`config.mk`:
```
export PLATFORM = sky130hd
export DESIGN_NAME = phased_seq_confirm
export DESIGN_NICKNAME = d
export VERILOG_FILES = /design/src/rtl/pc_pkg.sv /design/src/rtl/pc_cfg_tables.sv /design/src/rtl/pc_phase_ctr.sv /design/src/rtl/pc_phase_unit.sv /design/src/rtl/pc_confirm.sv /design/src/rtl/phased_seq_confirm.sv
export SDC_FILE = /design/constraint.sdc
export NUM_CORES = 1
export LEC_CHECK = 0
export BUFFER_PORTS_ARGS = -buffer_cell sky130_fd_sc_hd__buf_2
export CAP_MARGIN = 15
export CELL_PAD_IN_SITES_DETAIL_PLACEMENT = 1
export CELL_PAD_IN_SITES_GLOBAL_PLACEMENT = 1
export CORE_UTILIZATION = 49
export CTS_BUF_LIST = sky130_fd_sc_hd__clkbuf_16
export DETAILED_ROUTE_END_ITERATION = 10
export PLACE_DENSITY = 0.79
export SYNTH_ARGS = -nofsm -noshare
export SYNTH_HDL_FRONTEND = slang
export SYNTH_SLANG_ARGS = --single-unit
```
`constraint.sdc`:
```
create_clock -name clk -period 4.25 [get_ports clk]
set_clock_uncertainty 0.15 [all_clocks]
set_input_delay 0.85 -clock clk [delete_from_list [all_inputs] [get_ports clk]]
set_output_delay 0.85 -clock clk [all_outputs]
set_load 0.05 [all_outputs]
```
`src/rtl/pc_pkg.sv`:
```
// Shared definitions for the phased sequence confirmer.
// Assumes table select codes are fixed by the configuration contract.
package pc_pkg;
    typedef enum logic [1:0] {
        CFG_TRANS = 2'd0,
        CFG_PMASK = 2'd1,
        CFG_RLEN  = 2'd2,
        CFG_NONE  = 2'd3
    } cfg_sel_e;
endpackage

```
`src/rtl/pc_cfg_tables.sv`:
```
// Loaded tables: sequence transitions, per-state pattern masks, remnant lengths.
// Assumes writes come from a configuration path. One transition read port is
// enough because only one phase steps per character.
module pc_cfg_tables
    import pc_pkg::*;
#(
    parameter int QIDX_W = 3,
    parameter int ST_W   = 2,
    parameter int NPAT   = 4,
    parameter int PH_W   = 2,
    parameter int DW     = 4
) (
    input  logic                           clk,
    input  logic                           rst_n,
    input  logic                           we,
    input  logic [1:0]                     sel,
    input  logic [ST_W+QIDX_W-1:0]         addr,
    input  logic [DW-1:0]                  data,
    input  logic [ST_W+QIDX_W-1:0]         tr_addr,
    output logic [ST_W-1:0]                tr_next,
    output logic [(1<<ST_W)-1:0][NPAT-1:0] pmask,
    output logic [NPAT-1:0][PH_W-1:0]      rlen
);
    localparam int TR_DEPTH = 1 << (ST_W + QIDX_W);
    localparam int PAT_AW   = (NPAT > 1) ? $clog2(NPAT) : 1;

    logic [ST_W-1:0] trans [TR_DEPTH];
    cfg_sel_e        sel_e;

    assign sel_e   = cfg_sel_e'(sel);
    assign tr_next = trans[tr_addr];

    // Transition table write and clear.
    always_ff @(posedge clk) begin
        if (!rst_n) begin
            for (int i = 0; i < TR_DEPTH; i++) trans[i] <= '0;
        end else if (we && sel_e == CFG_TRANS) begin
            trans[addr] <= data[ST_W-1:0];
        end
    end

    // Pattern mask and remnant length write and clear.
    always_ff @(posedge clk) begin
        if (!rst_n) begin
            pmask <= '0;
            rlen  <= '0;
        end else if (we && sel_e == CFG_PMASK) begin
            pmask[addr[ST_W-1:0]] <= data[NPAT-1:0];
        end else if (we && sel_e == CFG_RLEN) begin
            rlen[addr[PAT_AW-1:0]] <= data[PH_W-1:0];
        end
    end
endmodule

```
`src/rtl/pc_phase_ctr.sv`:
```
// Character phase counter, 0..PHASES-1, advanced by accepted characters.
// Assumes clr (start of stream) has priority over advance.
module pc_phase_ctr #(
    parameter int PHASES = 3,
    parameter int PH_W   = 2
) (
    input  logic            clk,
    input  logic            rst_n,
    input  logic            clr,
    input  logic            adv,
    output logic [PH_W-1:0] ph
);
    localparam logic [PH_W-1:0] LAST = PH_W'(PHASES - 1);

    // Count accepted characters modulo PHASES.
    always_ff @(posedge clk) begin
        if (!rst_n || clr) ph <= '0;
        else if (adv)      ph <= (ph == LAST) ? '0 : ph + 1'b1;
    end


    ph_range_chk: assert property (@(posedge clk) disable iff (!rst_n)
        ph <= LAST);

    ph_wrap_chk: assert property (@(posedge clk) disable iff (!rst_n)
        (adv && !clr && ph == LAST) |=> ph == '0);

    ph_idle_chk: assert property (@(posedge clk) disable iff (!rst_n)
        (!adv && !clr) |=> $stable(ph));
endmodule

```
`src/rtl/pc_phase_unit.sv`:
```
// One phase's sequence automaton state; steps only on its own phase.
// Assumes nxt is the table lookup for this unit's state when en is high.
module pc_phase_unit #(
    parameter int ST_W = 2
) (
    input  logic            clk,
    input  logic            rst_n,
    input  logic            clr,
    input  logic            en,
    input  logic            hit,
    input  logic [ST_W-1:0] nxt,
    output logic [ST_W-1:0] st
);
    // Hold state between own-phase updates; drop to start on a missing hit.
    always_ff @(posedge clk) begin
        if (!rst_n || clr) st <= '0;
        else if (en)       st <= hit ? nxt : '0;
    end


    hold_chk: assert property (@(posedge clk) disable iff (!rst_n)
        (!en && !clr) |=> $stable(st));

    step_chk: assert property (@(posedge clk) disable iff (!rst_n)
        (en && hit && !clr) |=> st == $past(nxt));

    miss_chk: assert property (@(posedge clk) disable iff (!rst_n)
        (en && !hit && !clr) |=> st == '0);

    clr_chk: assert property (@(posedge clk) disable iff (!rst_n)
        clr |=> st == '0);
endmodule

```
`src/rtl/pc_confirm.sv`:
```
// Remnant alignment and output stage: for each pattern, picks the phase whose
// held state lines up with the remnant end, ANDs mask and remnant flag, and
// registers the ORed result. Assumes legal remnant lengths are 1..PHASES-1.
module pc_confirm #(
    parameter int PHASES = 3,
    parameter int PH_W   = 2,
    parameter int ST_W   = 2,
    parameter int NPAT   = 4
) (
    input  logic                           clk,
    input  logic                           rst_n,
    input  logic                           sos,
    input  logic                           acc,
    input  logic [PH_W-1:0]                ph,
    input  logic [ST_W-1:0]                ph_st [PHASES],
    input  logic [NPAT-1:0]                rem_hit,
    input  logic [(1<<ST_W)-1:0][NPAT-1:0] pmask,
    input  logic [NPAT-1:0][PH_W-1:0]      rlen,
    output logic                           hit_valid,
    output logic [NPAT-1:0]                hit_vec
);
    logic [NPAT-1:0] conf;

    // Per-pattern phase selection and final AND.
    always_comb begin
        conf = '0;
        for (int p = 0; p < NPAT; p++) begin
            int d;
            d = int'(ph) + PHASES - int'(rlen[p]);
            if (d >= PHASES) d = d - PHASES;
            if (rlen[p] != '0 && int'(rlen[p]) < PHASES)
                conf[p] = rem_hit[p] & pmask[ph_st[PH_W'(d)]][p];
        end
    end

    // Register the confirmed vector one cycle after the character.
    always_ff @(posedge clk) begin
        if (!rst_n || sos) begin
            hit_valid <= 1'b0;
            hit_vec   <= '0;
        end else begin
            hit_valid <= acc;
            hit_vec   <= acc ? conf : '0;
        end
    end


    vec_valid_chk: assert property (@(posedge clk) disable iff (!rst_n)
        (hit_vec != '0) |-> hit_valid);

    strobe_chk: assert property (@(posedge clk) disable iff (!rst_n)
        acc |=> hit_valid);

    no_strobe_chk: assert property (@(posedge clk) disable iff (!rst_n)
        !acc |=> !hit_valid);

    sos_quiet_chk: assert property (@(posedge clk) disable iff (!rst_n)
        sos |=> (!hit_valid && hit_vec == '0));
endmodule

```
`src/rtl/phased_seq_confirm.sv`:
```
// Top: phased confirmation of split patterns from subpattern indices and
// remnant flags. Assumes one first-stage result per character; sos marks a new
// stream and carries no character.
module phased_seq_confirm #(
    parameter int PHASES = 3,
    parameter int QIDX_W = 3,
    parameter int ST_W   = 2,
    parameter int NPAT   = 4
) (
    input  logic                                  clk,
    input  logic                                  rst_n,
    input  logic                                  sos,
    input  logic                                  char_valid,
    input  logic                                  qhit,
    input  logic [QIDX_W-1:0]                     qidx,
    input  logic [NPAT-1:0]                       rem_hit,
    input  logic                                  cfg_we,
    input  logic [1:0]                            cfg_sel,
    input  logic [ST_W+QIDX_W-1:0]                cfg_addr,
    input  logic [((NPAT > ST_W) ? NPAT : ST_W)-1:0] cfg_data,
    output logic                                  hit_valid,
    output logic [NPAT-1:0]                       hit_vec
);
    localparam int PH_W   = (PHASES > 1) ? $clog2(PHASES) : 1;
    localparam int NSTATE = 1 << ST_W;
    localparam int DW     = (NPAT > ST_W) ? NPAT : ST_W;

    logic                          acc;
    logic [PH_W-1:0]               ph;
    logic [ST_W-1:0]               ph_st [PHASES];
    logic [PHASES-1:0]             ph_en;
    logic [ST_W-1:0]               cur_st;
    logic [ST_W-1:0]               tr_next;
    logic [NSTATE-1:0][NPAT-1:0]   pmask;
    logic [NPAT-1:0][PH_W-1:0]     rlen;

    assign acc    = char_valid && !sos;
    assign cur_st = ph_st[ph];

    pc_cfg_tables #(
        .QIDX_W(QIDX_W), .ST_W(ST_W), .NPAT(NPAT), .PH_W(PH_W), .DW(DW)
    ) u_tables (
        .clk(clk), .rst_n(rst_n), .we(cfg_we), .sel(cfg_sel),
        .addr(cfg_addr), .data(cfg_data),
        .tr_addr({cur_st, qidx}), .tr_next(tr_next),
        .pmask(pmask), .rlen(rlen)
    );

    pc_phase_ctr #(.PHASES(PHASES), .PH_W(PH_W)) u_ctr (
        .clk(clk), .rst_n(rst_n), .clr(sos), .adv(acc), .ph(ph)
    );

    for (genvar k = 0; k < PHASES; k++) begin : g_phase
        assign ph_en[k] = acc && (ph == PH_W'(k));
        pc_phase_unit #(.ST_W(ST_W)) u_unit (
            .clk(clk), .rst_n(rst_n), .clr(sos), .en(ph_en[k]),
            .hit(qhit), .nxt(tr_next), .st(ph_st[k])
        );
    end

    pc_confirm #(
        .PHASES(PHASES), .PH_W(PH_W), .ST_W(ST_W), .NPAT(NPAT)
    ) u_confirm (
        .clk(clk), .rst_n(rst_n), .sos(sos), .acc(acc), .ph(ph),
        .ph_st(ph_st), .rem_hit(rem_hit), .pmask(pmask), .rlen(rlen),
        .hit_valid(hit_valid), .hit_vec(hit_vec)
    );


    one_step_chk: assert property (@(posedge clk) disable iff (!rst_n)
        $onehot0(ph_en));

    step_owner_chk: assert property (@(posedge clk) disable iff (!rst_n)
        acc |-> $countones(ph_en) == 1);
endmodule

```
# Yosys cells after proc, flatten, opt, wreduce, memory -nomap -nowiden
# Memories as Yosys holds them, arrays and structs flattened.
# Index checks and enable logic that the tools add are counted.
totals:
  register_bits: 37
  mem_count: 1
  word_cells: 135
  inputBits: 24
  ram_bits: 64
  output_inout_bits: 5
classes:
  bitwise: 15
  order_cmp: 19
  reduce_logical: 27
  addsub: 10
  muxes: 42
  n_eq_ne: 4
memory_table:
  columns: ["name", "words", "width", "rd", "rd_ports_with_merged_regs", "write_ports", "line", "source"]
  rows:
  - ["u_tables.trans", 32, 2, 1, 0, 32, "pc_cfg_tables.sv:27", "logic [ST_W-1:0] trans [TR_DEPTH];"]
ops:
  columns: ["operator", "count"]
  rows:
  - ["$ge A32 B3 Y1 const B", 3]
  - ["$mux W2", 19]
  - ["$bmux W4 S2", 4]
  - ["$bmux W2 S2", 5]
  - ["$bwmux W16", 1]
  - ["$sub A3 B2 Y4", 4]
  - ["$lt A2 B3 Y1 const B", 5]
  - ["$ge A2 B3 Y1 const B", 4]
  - ["$logic_and A1 B1 Y1", 12]
  - ["$reduce_or A3 Y1", 4]
  - ["$bwmux W8", 1]
  - ["$demux W4 S2", 1]
  - ["$lt A2 B2 Y1 const B", 4]
  - ["$mux W4", 2]
  - ["$not A2 Y2", 4]
  - ["$reduce_bool A2 Y1", 4]
  - ["$sub A2 B1 Y2 const B", 4]
  - ["$mux W1", 6]
  - ["$not A1 Y1", 6]
  - ["$mux W5", 1]
  - ["$and A1 B1 Y1", 4]
  - ["$demux W2 S2", 1]
  - ["$eq A2 B1 Y1 const B", 2]
  - ["$eq A2 B2 Y1 const B", 2]
  - ["12 further kinds", 14]

# Logic depth before layout (Yosys ltp)
# Gate-level depths: netlist of the first run.
depth:
  ltp_word: 11
  depth_mapped: 13
  ltp_nobuf: 12

# By module
# Synthesis of the first run repeated with hierarchy kept, for this count alone.
unflattened:
  hier_cells: 594
  hier_area_um2: 5934.4
modules_own_cells:
  columns: ["mod", "cells_each", "seq_area_each_um2", "n_inst", "area_per_inst_um2"]
  rows:
  - ["pc_cfg_tables", 401, 2402.3, 1, 4341.7]
  - ["pc_confirm", 147, 100.1, 1, 1191.1]
  - ["pc_phase_unit", 9, 40.0, 3, 78.8]
  - ["pc_phase_ctr", 9, 40.0, 1, 88.8]
  - ["phased_seq_confirm", 10, 0.0, 1, 76.3]

# Worst setup path after synthesis of the first run
# Ideal clock, no wire load.
synth_timing:
  path_type: "flip-flop to flip-flop"
  from: "register u_ctr.ph[0]"
  to: "register u_confirm.hit_vec[0]"
  setup_time_ns: 0.125
  required_ns: 3.975
  stages_incl_launch_ff: 13
  arrival_ns: 3.017
  period_less_slack_ns: 3.292
  setup_slack_ns: 0.958
  cell_sequence: "dfxtp_1 -> inv_1 -> ha_1 -> fa_1 -> inv_1 -> ha_1 -> inv_1 -> and3_1 -> a2111oi_0 -> o21ai_0 -> and3_1 -> a211oi_1 -> a211oi_1"
synth_between:
  elab_chain_len: 11
synth_lines:
  columns: ["item", "line", "source"]
  rows:
  - ["start: declaration", "pc_phase_ctr.sv:11", "output logic [PH_W-1:0] ph"]
  - ["start signal: assignment", "pc_phase_ctr.sv:18", "else if (adv) ph <= (ph == LAST) ? '0 : ph + 1'b1;"]
  - ["$add A2 B2 Y3 (*)", "pc_confirm.sv:29", "d = int'(ph) + PHASES - int'(rlen[p]);"]
  - ["$sub A3 B2 Y4 (*)", "pc_confirm.sv:29", null]
  - ["$ge A4 B3 Y1 or $sub A2 B1 Y2 (tied branches)", "pc_confirm.sv:30", "if (d >= PHASES) d = d - PHASES;"]
  - ["$mux W2 (*)", "pc_confirm.sv:30", null]
  - ["$not A2 Y2 (implied by the code) (*)", "pc_confirm.sv:32", "conf[p] = rem_hit[p] & pmask[ph_st[PH_W'(d)]][p];"]
  - ["$bmux W2 S2 (*)", "pc_confirm.sv:32", null]
  - ["$mux W2 (implied by the code) (*) (2 in series)", "pc_confirm.sv:32", null]
  - ["$bmux W4 S2 (*)", "pc_confirm.sv:32", null]
  - ["$mux W1 (implied by the code) (*)", "pc_confirm.sv:32", null]
  - ["$and A1 B1 Y1 (*)", "pc_confirm.sv:32", null]
  - ["end signal: assignment", "pc_confirm.sv:43", "hit_vec <= acc ? conf : '0;"]
  - ["end: declaration", "pc_confirm.sv:20", "output logic [NPAT-1:0] hit_vec"]
# Mark *: on every way between the ends. The rest lies on a longest branch, timed or not. The select of a mux whose other input is x is not followed.
# A chain may end at the register's enable or synchronous reset.

# Worst setup path in the final report of the first run
# Ends and elaborated chain as after synthesis.

==> results.py, run 1 <==
metrics = {
    "power_and_ir_drop": {
        "clkPwrFrac": 0.379,
        "switchingPower_uw": 541,
        "finalPower_mw": 2.17,
        "ir_worst_vdd_mv": 0.285,
        "p_leak_nw": 2.59,
        "p_sw_frac": 0.249,
        "pwr-share-seq": 0.502,
        "intPower_mw": 1.63,
        "powerDensity_mw_per_mm2": 344,
        "combPwrFrac": 0.119,
    },
    "grt": {
        "grt_pass1_wl_mm": 24.2,
        "antenna_found_initial": 0,
        "grt.overflow.total": 0,
        "grt_pass1_vias": 4552,
        "track_usage": 0.257,
        "grt_max_degree": 41,
    },
    "route": {
        "vias": 4290,
        "wirelength_mm": 14.9,
        "drt-pass1-iter-count": 8,
        "detail_route.iter0.violations": 277,
        "wl_per_cell_um": 20.8,
        "antenna_left": 0,
        "avgViaCountPerCell": 5.97,
        "drc": 5,
    },
    "critical_path": {
        "worst-setup-path-type": "reg -> reg",
        "max_stage_delay_ps": 610,
        "crit_slowest_cell": "fa_1",
        "crit_required_ps": 4360,
        "worst-endpoint-arrival_ps": 3980,
        "cpLargestDelayFamily": "adder cells",
        "critPathCaptureType": "register",
        "crit_chain": "inv_1, ha_1, fa_1, inv_1, ha_1, o221a_2, o2111a_1, a311oi_1, nand2_1, mux2i_1, a211oi_1",
        "crit_buf_inv": 2,
        "critPathLaunchType": "register",
        "path_max_fanout": 12,
    },
    "placed_design": {
        "place_hpwl_mm": 10.4,
        "post-place-cells": 699,
        "io_buffers": 28,
        "gp_congestion": 0.789,
        "dpl_cell_area_sq_mm": 0.00602,
    },
    "floorplanning": {
        "initial_utilization": 0.507,
        "die_w_um": 111,
        "core_sq_mm": 0.0115,
        "num_rows": 39,
        "io_pins": 29,
        "dieArea_sq_mm": 0.0123,
        "die_h_um": 111,
    },
    "synth": {
        "yosysWarnings": 0,
        "synthFlopType": "edfxtp_1",
        "async_flop_share": 0,
        "yosysMostFrequentCell": "nand2_1",
        "synth_area_sq_mm": 0.00583,
        "ys_top_cells_by_count": "95 x nand2_1, 71 x and3_1, 64 x edfxtp_1",
        "ys_seq_area_frac": 0.456,
        "ys_ff_latch": 101,
        "synth_area_leaders": "edfxtp_1 33%, dfxtp_1 13%, mux4_2 7.7%",
        "synth_edf_count": 64,
        "synth.distinct_cells": 45,
        "yosysTopAreaCell": "edfxtp_1",
        "synth_cells": 565,
        "syn_nets": 610,
        "synth_top_area_share": 0.329,
        "syn_area_per_cell_sq_um": 10.3,
    },
    "cells_and_area": {
        "diodes": 0,
        "design_area_sq_mm": 0.00632,
        "syn_to_final_growth_pct": 8.41,
        "fin_nets": 615,
        "stdcell_count": 718,
        "drive_gt1_frac": 0.137,
    },
    "run": {
        "maxCapViolations": 0,
    },
    "timing": {
        "maxSlewViolCount": 0,
        "fin_tns_setup_ps": 0,
        "max_freq_mhz": 259,
        "setup_viol": 0,
        "worst_pin_slew_ps": 1140,
        "finalCritPeriodShare": 0.909,
        "hold_viol": 0,
        "relSlewSlack": 0.240,
        "rsz0062_at_grt": "false",
        "hold_ws_ps": 372,
        "period_minus_slack_ps": 3860,
    },
    "clock_network": {
        "cts_hold_buf": 0,
        "cts_tree": "yes",
        "cts_resized": 0,
        "htree_num_levels": 3,
        "clkLatencyLatePin_ps": 350,
        "cts_sinks": 101,
        "numCtsBuffers": 9,
        "post_cts_buffers": 0,
        "clk_pin_slew_ps": 70,
        "cts_buffer_depth": 2,
        "ctsRootBufferMaster": "clkbuf_16",
    },
    "hold_path": {
        "hold_path_class": "reg -> reg",
    },
    "status": {
        "status": "finished with violations",
        "violations": "DRC",
    },
}
[per-stage QoR]
stage	worst slack (ps)	util
CTS	412	0.548
global placement	607	0.523
floorplan	958	-
finish	386	0.549
global route	146	0.549
detailed placement	430	0.523
[cells by family (layout without fill, tap and decap cells)]
group / count (synthesis) / after routing / share of synthesized area
xor gates and xnor gates: 5 / 5 / 0.00751
adders and majority gates: 21 / 21 / 0.0502
muxes: 54 / 54 / 0.136
buffers and inverters: 67 / 77 / 0.0468
DFF: 101 / 101 / 0.456
and+or+nand+nor: 248 / 248 / 0.216
AOI/OAI and AO/OA: 69 / 69 / 0.0877
[worst register-to-register path: stages (launching register included)]
cell,delay [ps]
dfxtp_1,600
inv_1,160
ha_1,460
fa_1,610
inv_1,100
ha_1,220
o221a_2,310
o2111a_1,230
a311oi_1,350
nand2_1,180
mux2i_1,180
a211oi_1,240
[sequential cells by signal, indices dropped and copies added, names as in the netlist]
| signal | count |
|---|---|
| u_ctr.ph | 2 |
| u_tables.pmask | 16 |
| u_confirm.hit_valid | 1 |
| g_phase.u_unit.st | 6 |
| u_tables.rlen | 8 |
| u_confirm.hit_vec | 4 |
| u_tables.trans | 64 |
[layout by cell type (no fill, tap or decap), drive strengths merged, types with 2 or more instances in the layout]
cell type / n
mux2i: 34
a222oi: 2
fa: 4
nor2: 17
edfxtp: 64
o221a: 5
o21ai: 12
ha: 17
a311oi: 2
mux4: 20
a2111oi: 5
or3: 2
clkbuf: 9
xor2: 4
o2111a: 2
a21oi: 12
buf: 36
and3: 71
a21boi: 6
o211ai: 2
nand3: 13
o21a: 2
clkinv: 2
nor3: 3
nand2b: 4
nor2b: 30
nor3b: 3
dfxtp: 37
nand3b: 2
nand2: 95
inv: 29
o22ai: 5
a31oi: 2
a211oi: 9
nor4: 6
[per-layer routing]
metal,up-vias,share of wire,GRT usage
li1,2061,-,-
met1,2119,0.45,0.337
met2,94,0.50,0.431
met3,16,0.041,0.0361
met4,0,0.016,0.0991
met5,-,0,0
[worst paths after layout]
path,from,endpoint,slack (ps),cells past startpoint
worst max-delay path,u_ctr.ph[0],u_confirm.hit_vec[0],390,11
worst min register to register,u_tables.pmask[0],u_tables.pmask[0],370,2
worst min-delay path,u_tables.pmask[0],u_tables.pmask[0],370,2
worst max register to register,u_ctr.ph[0],u_confirm.hit_vec[0],390,11
[power by group through the flow]
stage | registers, mW | clock network [mW] | logic (mW)
3_5_place_dp | 1.11 | 0 | 0.254
2_1_floorplan | 1.11 | 0 | 0.189
6_report | 1.09 | 0.824 | 0.259
4_1_cts | 1.09 | 0.841 | 0.256
5_1_grt | 1.10 | 0.871 | 0.283
3_3_place_gp | 1.11 | 0 | 0.239
[final cells by class]
type | instances | area [sq um]
multi-input combinational | 397 | 2900
inverter | 25 | 96.3
fill | 1275 | 5190
timing repair buffer | 36 | 193
sequential | 101 | 2660
clock inverter | 7 | 65.1
clock buffer | 9 | 225
tap | 143 | 179
Power figures use the tool's default switching activity.
==> run 2: changes to the inputs <==
Settings changed: CORE_ASPECT_RATIO set to 0.6.
==> results.py, run 2 (synthesized netlist as in run 1, its figures left out) <==
metrics = {
    "critical_path": {
        "crit_required_ps": 4310,
        "critPathLaunchType": "register",
        "path_max_fanout": 7,
        "worst-endpoint-arrival_ps": 3980,
        "critPathCaptureType": "register",
        "worst-setup-path-type": "reg -> reg",
    },
    "timing": {
        "finalCritPeriodShare": 0.922,
        "rsz0062_at_grt": "false",
        "fin_tns_setup_ps": 0,
        "hold_ws_ps": 374,
        "relSlewSlack": 0.226,
        "setup_viol": 0,
        "maxSlewViolCount": 0,
        "fin_ws_ps": 332,
        "worst_pin_slew_ps": 1150,
        "hold_viol": 0,
        "period_minus_slack_ps": 3920,
        "max_freq_mhz": 255,
    },
    "power_and_ir_drop": {
        "ir_worst_vdd_mv": 0.196,
        "switchingPower_uw": 569,
        "powerDensity_mw_per_mm2": 339,
        "clkPwrFrac": 0.365,
        "p_sw_frac": 0.265,
        "p_leak_nw": 2.57,
        "intPower_mw": 1.58,
        "combPwrFrac": 0.126,
        "finalPower_mw": 2.15,
        "pwr-share-seq": 0.509,
    },
    "route": {
        "wl_per_cell_um": 22.0,
        "drc": 0,
        "antenna_left": 0,
        "detail_route.iter0.violations": 370,
        "vias": 4548,
        "wirelength_mm": 16.1,
        "avgViaCountPerCell": 6.20,
        "drt-pass1-iter-count": 5,
    },
    "cells_and_area": {
        "largestRegisters": "u_tables.trans: 64 flops, u_tables.pmask: 16 flops, u_tables.rlen: 8 flops",
        "syn_to_final_growth_pct": 8.49,
        "largest_reg_flops": 64,
        "diodes": 0,
        "fillers": 1236,
        "register_area_sq_mm": 0.00266,
        "mostFrequentLayoutCells": "95 x nand2_1, 71 x and3_1, 64 x edfxtp_1, 36 x dfxtp_1, 34 x mux2i_1",
        "layout_commonest_cell": "nand2_1",
        "stdcell_count": 734,
        "multi_input_area_sq_mm": 0.00290,
        "fin_nets": 614,
        "drive_gt1_frac": 0.139,
        "largest-register": "u_tables.trans",
    },
    "floorplanning": {
        "die_w_um": 143,
        "initial_utilization": 0.510,
        "dieArea_sq_mm": 0.0124,
        "die_h_um": 86.5,
        "io_pins": 29,
        "core_sq_mm": 0.0114,
        "num_rows": 30,
    },
    "grt": {
        "grt_pass1_wl_mm": 25.9,
        "grt_max_degree": 41,
        "grt_pass1_vias": 4662,
        "grt.overflow.total": 0,
        "antenna_found_initial": 0,
        "track_usage": 0.285,
    },
    "clock_network": {
        "post_cts_buffers": 0,
        "cts_buffer_depth": 2,
        "cts_tree": "yes",
        "clkLatencyLatePin_ps": 350,
        "cts_sinks": 101,
        "htree_num_levels": 3,
        "clk_pin_slew_ps": 70,
        "numCtsBuffers": 9,
        "ctsRootBufferMaster": "clkbuf_16",
    },
    "placed_design": {
        "io_buffers": 28,
        "post-place-cells": 717,
        "gp_congestion": 0.847,
        "pre_cts_slack_ps": 399,
        "place_hpwl_mm": 11.4,
    },
    "status": {
        "status": "completed",
    },
    "run": {
        "maxCapViolations": 0,
    },
    "hold_path": {
        "hold_path_class": "reg -> reg",
    },
}
-- run 2: cell type report --
| class | instances | share of cell area |
|---|---|---|
| Sequential cell | 101 | 0.421 |
| Inverter | 25 | 0.0152 |
| Multi-Input combinational cell | 397 | 0.459 |
| Clock inverter | 7 | 0.00791 |
| Tap cell | 160 | 0.0316 |
| Clock buffer | 9 | 0.0356 |
| Timing Repair Buffer | 35 | 0.0300 |
-- run 2: timing repair --
action	CTS	global route
hold buffers	0	0
setup endpoints to repair	0	3
gates resized for setup	0	1
-- run 2: per-stage QoR --
stage	instance area, sq um	util
floorplan	5830	-
global placement	6050	0.528
detailed placement	6050	0.528
CTS	6320	0.552
global route	6330	0.553
finish	6330	0.553
-- run 2: worst paths after layout --
path | startpoint | cells after the start | to | slack, ps
setup reg to reg | u_ctr.ph[1] | 11 | u_confirm.hit_vec[3] | 330
hold reg to reg | u_tables.pmask[9] | 2 | u_tables.pmask[9] | 370
hold / removal | u_tables.pmask[9] | 2 | u_tables.pmask[9] | 370
setup / recovery | u_ctr.ph[1] | 11 | u_confirm.hit_vec[3] | 330
-- run 2: critical path, stage by stage (launching register included) --
cell and delay (ps):
dfxtp_1 490, inv_1 160, ha_1 440, fa_1 630, inv_1 90, ha_1 230, o32ai_4 170, mux2i_1 150
a222oi_1 770, nor2b_1 150, a211oi_1 260, a211oi_1 90
-- run 2: power by group through the flow --
stage                     logic (mW)  clock network (mW)  registers, mW
final                          0.270               0.784           1.09
after detailed placement       0.261                   0           1.12
after global routing           0.294               0.823           1.10
after floorplan                0.189                   0           1.11
after CTS                      0.266               0.793           1.09
after global placement         0.246                   0           1.11
-- run 2: metal layers --
| layer | GRT usage | vias up | wire, um |
|---|---|---|---|
| met1 | 0.420 | 2301 | 7630 |
| li1 | - | 2064 | - |
| met3 | 0.0541 | 24 | 1170 |
| met2 | 0.428 | 159 | 7070 |
| met4 | 0.0860 | 0 | 255 |
| met5 | 0 | - | 0 |
